## config.mk

```make
export PLATFORM = sky130hd
export DESIGN_NAME = sdclk_gen
export DESIGN_NICKNAME = d
export VERILOG_FILES = /design/src/rtl/sdclk_pkg.sv /design/src/rtl/sdclk_ctrl_reg.sv /design/src/rtl/sdclk_phase_ctr.sv /design/src/rtl/sdclk_gen.sv
export SDC_FILE = /design/constraint.sdc
export NUM_CORES = 1
export LEC_CHECK = 0
export BUFFER_PORTS_ARGS = -buffer_cell sky130_fd_sc_hd__clkbuf_2
export CORE_MARGIN = 10
export CORE_UTILIZATION = 57
export DETAILED_ROUTE_END_ITERATION = 12
export GPL_TIMING_DRIVEN = 0
export PLACE_DENSITY = 0.83
export RECOVER_POWER = 25
export REMOVE_ABC_BUFFERS = 1
export SYNTH_ARGS = -nofsm -noshare
export SYNTH_HDL_FRONTEND = slang
export SYNTH_SLANG_ARGS = --single-unit
```

## constraint.sdc

```tcl
create_clock -name clk -period 4.2 [get_ports clk]
set_input_delay 0.21 -clock clk [delete_from_list [all_inputs] [get_ports clk]]
set_output_delay 0.21 -clock clk [all_outputs]
set_load 0.005 [all_outputs]
```

## src/rtl/sdclk_pkg.sv

```systemverilog
package sdclk_pkg;

  // Phase encoding: bit 1 is the card clock level itself, so the output
  // is a plain flop bit and never a decode of several bits.
  typedef enum logic [1:0] {
    PH_IDLE = 2'b00,
    PH_LOW  = 2'b01,
    PH_HIGH = 2'b10
  } sdclk_phase_e;

  localparam int unsigned N_FLAGS = 3;  // SD mode, stop, high speed

endpackage

```

## src/rtl/sdclk_ctrl_reg.sv

```systemverilog
module sdclk_ctrl_reg
  import sdclk_pkg::*;
#(
  parameter  int DIV_W = 7,
  localparam int REG_W = DIV_W + N_FLAGS
) (
  input  logic             clk,
  input  logic             rst_n,
  input  logic             wr,
  input  logic [REG_W-1:0] wdata,
  output logic [REG_W-1:0] word,
  output logic [DIV_W-1:0] div,
  output logic             stop
);

  localparam int STOP_BIT = DIV_W + 1;
  // Reset: flags clear, stop set, divisor all ones
  localparam logic [REG_W-1:0] RST_WORD =
    (REG_W'(1) << STOP_BIT) | REG_W'({DIV_W{1'b1}});

  logic [REG_W-1:0] word_q;

  always_ff @(posedge clk) begin
    if (!rst_n)
      word_q <= RST_WORD;
    else if (wr)
      word_q <= wdata;
  end

  assign word = word_q;
  assign div  = word_q[DIV_W-1:0];
  assign stop = word_q[STOP_BIT];

endmodule

```

## src/rtl/sdclk_phase_ctr.sv

```systemverilog
module sdclk_phase_ctr
  import sdclk_pkg::*;
#(
  parameter int DIV_W = 7
) (
  input  logic             clk,
  input  logic             rst_n,
  input  logic             run,
  input  logic [DIV_W-1:0] cfg_div,
  output logic             sd_clk,
  output logic             rise_stb,
  output logic             fall_stb
);

  sdclk_phase_e     st_q;
  logic [DIV_W-1:0] cnt_q;
  logic [DIV_W-1:0] act_q;   // divisor in force for the running phases
  logic             last;

  assign last = (cnt_q == act_q);

  always_ff @(posedge clk) begin
    if (!rst_n) begin
      st_q  <= PH_IDLE;
      cnt_q <= '0;
      act_q <= '1;
    end else begin
      case (st_q)
        PH_IDLE: begin
          cnt_q <= '0;
          act_q <= cfg_div;          // stopped: track the register freely
          if (run) st_q <= PH_LOW;
        end
        PH_LOW: begin
          if (!run) begin
            st_q  <= PH_IDLE;        // already low: park at once
            cnt_q <= '0;
          end else if (last) begin
            st_q  <= PH_HIGH;
            cnt_q <= '0;
            act_q <= cfg_div;        // only safe point to switch rate
          end else begin
            cnt_q <= cnt_q + 1'b1;
          end
        end
        PH_HIGH: begin
          if (last) begin
            st_q  <= run ? PH_LOW : PH_IDLE;
            cnt_q <= '0;
          end else begin
            cnt_q <= cnt_q + 1'b1;
          end
        end
        default: begin
          st_q  <= PH_IDLE;
          cnt_q <= '0;
        end
      endcase
    end
  end

  assign sd_clk   = st_q[1];
  assign rise_stb = (st_q == PH_LOW) && run && last;
  assign fall_stb = (st_q == PH_HIGH) && last;

endmodule

```

## src/rtl/sdclk_gen.sv

```systemverilog
module sdclk_gen
  import sdclk_pkg::*;
#(
  parameter int DIV_W = 7
) (
  input  logic                     clk,
  input  logic                     rst_n,
  input  logic                     cfg_wr,
  input  logic [DIV_W+N_FLAGS-1:0] cfg_wdata,
  output logic [DIV_W+N_FLAGS-1:0] cfg_rdata,
  output logic                     sd_clk,
  output logic                     sd_rise_stb,
  output logic                     sd_fall_stb
);

  logic [DIV_W-1:0] div;
  logic             stop;

  sdclk_ctrl_reg #(.DIV_W(DIV_W)) u_reg (
    .clk   (clk),
    .rst_n (rst_n),
    .wr    (cfg_wr),
    .wdata (cfg_wdata),
    .word  (cfg_rdata),
    .div   (div),
    .stop  (stop)
  );

  sdclk_phase_ctr #(.DIV_W(DIV_W)) u_ctr (
    .clk      (clk),
    .rst_n    (rst_n),
    .run      (!stop),
    .cfg_div  (div),
    .sd_clk   (sd_clk),
    .rise_stb (sd_rise_stb),
    .fall_stb (sd_fall_stb)
  );

endmodule

```

## Word-level counts from Yosys, hierarchy flattened

Cells that the tools add are included.

- Output and inout port bits: 13
- Input bits: 13
- Register bits: 26

- Mux-type cells: 12
- Equality and inequality tests: 8
- Add/subtract/negate cells: 1
- Reductions and logical operators: 8

Operator list:

| kind | number |
|---|---|
| $mux 7 | 4 |
| $pmux 7 s2 | 2 |
| $mux 2 | 4 |
| $add 7x1->7 const B | 1 |
| $eq 7x7->1 | 1 |
| $pmux 2 s3 | 1 |
| $reduce_and 3->1 | 2 |
| $ne 2x1->1 const B | 2 |
| $ne 2x2->1 const B | 2 |
| $logic_and 1x1->1 | 3 |
| $ne 3x2->1 const B | 1 |
| $eq 2x1->1 const B | 1 |
| $eq 2x2->1 const B | 1 |
| $logic_not 2->1 | 1 |
| $reduce_bool 2->1 | 1 |
| $logic_not 1->1 | 1 |
| $mux 1 | 1 |

## Depth between registers and ports, before layout

- Depth after elaboration: 4
- Mapped depth: 6
- Depth with buffers taken out: 6

## By module

A second synthesis with hierarchy kept.

- Cells, all modules: 134
- Area total of the unflattened synthesis: 1296.2 sq um

By module, submodules not included:

| module | instances | area each (sq um) | cells each |
|---|---|---|---|
| sdclk_phase_ctr | 1 | 874.6 | 93 |
| sdclk_ctrl_reg | 1 | 417.9 | 40 |
| sdclk_gen | 1 | 3.8 | 1 |

## Least setup slack after synthesis

OpenSTA, ideal clock, no wires.

- Path type: register -> register
- From: reg u_ctr.st_q[1]
- To: reg u_ctr.act_q[0]
- Slack: 2.576 ns
- Period minus slack after synthesis: 1.624 ns
- Cell stages (with the launch flop): 7
- Data arrival time: 1.553 ns
- Required time: 4.128 ns
- Cells stage by stage: dfxtp_1 inv_1 ha_1 and2b_2 and2_1 a31oi_4 mux2i_1

- Word-level cells in the longest chain between the ends: 3
- Elaborated cells on any way between the ends: 7
- Those cells by class: eq/ne (3); mux (1); reduce/logical (3)

RTL lines:

| item | line | text |
|---|---|---|
| start, declared | sdclk_phase_ctr.sv:15 | `sdclk_phase_e st_q;` |
| start signal, assigned | sdclk_phase_ctr.sv:48 | `st_q <= run ? PH_LOW : PH_IDLE;` |
| $eq 2x1->1 / $logic_not 2->1 (equally long branches) | sdclk_phase_ctr.sv:28 | `case (st_q)` |
| $ne 2x1->1 (no source line) (tied with other cells) | n/a |  |
| $reduce_and 3->1 (no source line) | n/a |  |
| end signal, assigned | sdclk_phase_ctr.sv:31 | `act_q <= cfg_div;` |
| end signal, assigned | sdclk_phase_ctr.sv:41 | `act_q <= cfg_div;` |
| end, declared | sdclk_phase_ctr.sv:17 | `logic [DIV_W-1:0] act_q;` |

Several ways; a longest one is shown, not always the timed one.
A chain may end at the register's enable or synchronous reset.

## Worst setup path in the final report

- From: reg u_ctr.cnt_q[4]
- To: out sd_rise_stb

- Word-level cells in the longest chain between the ends: 2

RTL lines:

| item | line | text |
|---|---|---|
| start, declared | sdclk_phase_ctr.sv:16 | `logic [DIV_W-1:0] cnt_q;` |
| start signal, assigned | sdclk_phase_ctr.sv:43 | `cnt_q <= cnt_q + 1'b1;` |
| start signal, assigned | sdclk_phase_ctr.sv:51 | `cnt_q <= cnt_q + 1'b1;` |
| $eq 7x7->1 | sdclk_phase_ctr.sv:20 | `assign last = (cnt_q == act_q);` |
| $logic_and 1x1->1 | sdclk_phase_ctr.sv:63 | `assign rise_stb = (st_q == PH_LOW) && run && last;` |
| end, declared | sdclk_gen.sv:12 | `output logic sd_rise_stb,` |

No other way between the ends.

==> results.toml <==
[outcome]
status = "completed"

[clocking]
clk_latency_ps = 310
cts_sinks = 26
numCtsBuffers = 3
clkSlewWorstSetupHoldPaths_ps = 130
post_cts.resized_instances = 0
post_cts_buffers = 0
ctsHoldBuffers = 0
cts_root_buffer = "clkbuf_4"
clock_path_buffers = 2
cts_tree = "yes"
h-tree-depth = 1

[drt]
viasPerCell = 5.15
wl_mm = 2.32
drt_pass1_iterations = 4
wl_per_cell_um = 13.2
drt_iter0_markers = 14
drcViolationCount = 0
route.vias.total = 901
postRouteAntennaNets = 0

[sta]
tightest_slew_ps = 429
maxSlewHeadroom = 0.714
fin_setup_tns_ps = 0
slew_violations = 0
fin_skew_ps = 7.36
final-setup-viol-count = 0
hold_viol = 0
rsz0062_at_grt = "false"
fin_crit_sh = 0.450
max_freq_ghz = 0.529
setup_ws_ps = 2310
post-route-min-period_ps = 1890

[synthesis]
syn_area_per_cell_um2 = 10.0
synth_top_cell_by_area = "dfxtp_1"
synth-seq-cells = 26
netlist_area_mm2 = 0.00125
synth-edff-count = 0
synth_cell_type_count = 26
netlist_instances = 125
yosys_most_used_dff = "dfxtp_1"
synthTopCellsByCount = "dfxtp_1, mux2i_1, nor2b_1"
ys_seq_area_frac = 0.416
ys.warnings.count = 0
yosys-top-cells-area = "dfxtp_1, mux2i_1, nor2b_1, xor2_1, ha_1"
yosysMostFrequentCell = "dfxtp_1"
synth_top_area_frac = 0.416
ys_async_sr_fraction = 0

[critical_path]
path_class = "reg -> out"
worstPathRequired_ps = 3990
rrSetupSlack_ps = 2400
slowest_delay_ps = 440
crit_family = "simple AND/OR/NAND/NOR gates"
path_max_fanout = 5
startpoint_type = "register"
worstPathCellList = "xor2_1, nor4_4, and4_2, clkbuf_2"
rr_endpoint = "u_ctr.act_q[0]"
r2r-start = "u_ctr.st_q[1]"
worst-r2r-cell-count = 6
cp.depth = 4
cp_num_buf_inv = 1
cp-end-kind = "output port"
worstPathArrival_ps = 1680
slowest_stage = "nor4_4"

[job]
maxCapViolations = 0

[layout]
area_delta_synth_final_pct = 12.6
nNetsFinal = 168
antenna_cells = 0
drive_above_1_share = 0.236
final_util = 0.696

[global_routing]
grt_pass1_vias = 942
grt_pass1_wl_mm = 4.11
grt_max_degree = 29
antenna_found_initial = 0
grt_overflow = 0
grt_use_total = 0.114

[power_and_ir_drop]
vdd_ir_drop_max_uv = 274
total_leakage_power_nw = 0.612
power.share.combinational = 0.252
clkPwrFrac = 0.197
intPower_mw = 0.360
netSwitchingPower_mw = 0.144
p_per_area_mw_per_mm2 = 358
p_seq_frac = 0.552
totalPowerFinal_mw = 0.504
swShare = 0.286

[placement]
gp_congestion = 0.778
io_buffers = 25
dp_slack_ps = 2410
dp_hpwl_mm = 1.86

[min_path]
hold_depth = 3
min_from = "cfg_wdata[3]"
min_path_type = "in -> reg"
hold-path-endpoint = "u_reg.word[3]"

[floorplanning]
die_area_mm2 = 0.00447
core_mm2 = 0.00202
start_util = 0.618
die_y_um = 66.8
num_rows = 16
die_x_um = 66.8
ios = 26
==> cell usage in the layout (no fill, tap or decap) <==
master    instances
dfxtp_1          26
clkbuf_2         25
mux2i_1          19
nor2b_1          17
nand2_1          13
nor2_1            9
xor2_1            8
ha_1              5
xnor2_1           4
inv_1             3
clkbuf_4          3
and2b_2           2
and4_2            2
nand3_1           2
nor4_4            1
and2_1            1
a31oi_4           1
and2b_1           1
o21ai_0           1
nor3b_1           1
a41oi_1           1
o211ai_1          1
a31o_2            1
and3_1            1
==> worst max path at each step <==
stage | from | to | slack [ps]
2_1_floorplan | u_ctr.st_q[1] | u_ctr.act_q[0] | 2580
3_3_place_gp | u_ctr.st_q[1] | u_ctr.act_q[4] | 2480
3_5_place_dp | u_ctr.st_q[1] | u_ctr.act_q[6] | 2410
4_1_cts | u_ctr.cnt_q[4] | sd_rise_stb | 2290
5_1_grt | u_ctr.cnt_q[4] | sd_rise_stb | 2150
6_report | u_ctr.cnt_q[4] | sd_rise_stb | 2310
==> final cells by class <==
cell class                 instances  area (um^2)
clock buffer                       3         22.5
fill                             168          614
inverter                           3         11.3
multi-input combinational         91          694
sequential                        26          520
tap                               27         33.8
timing repair buffer              25          125
==> layer usage <==
metal  vias to the layer above  wire [um]  global-route usage
met5                         -          0                   0
met4                         0         29              0.0314
met3                         4        123              0.0368
met2                        23       1110               0.185
met1                       414       1050               0.139
li1                        460          -                   -
==> through the flow <==
step	std cells	hold slack, ps	area (um^2)
2_1_floorplan	120	272	1230
3_3_place_gp	172	423	1390
3_5_place_dp	172	432	1390
4_1_cts	175	103	1410
5_1_grt	175	102	1410
6_report	175	105	1410
==> sequential cells by signal, indices dropped and copies added, names as in the netlist <==
signal / count
u_reg.word: 10
u_ctr.st_q: 2
u_ctr.act_q: 7
u_ctr.cnt_q: 7
==> tightest hold or removal path: stages <==
cell and delay, ps:
clkbuf_2 80, mux2i_1 50, nand2_1 50
==> power groups by stage <==
stage / registers (mW) / clock network, mW / logic, mW
floorplan: 0.281 / 0 / 0.0943
global placement: 0.282 / 0 / 0.123
detailed placement: 0.284 / 0 / 0.129
CTS: 0.278 / 0.102 / 0.130
global route: 0.281 / 0.114 / 0.140
finish: 0.278 / 0.0992 / 0.127
==> cell families after synthesis <==
family,share of synthesized area
adders and majority gates,0.0501
xor gates and xnor gates,0.0841
AOI/OAI and AO/OA,0.0410
DFF,0.416
buffers and inverters,0.0280
and+or+nand+nor,0.228
muxes,0.152
(Power assumes the default switching activity.)
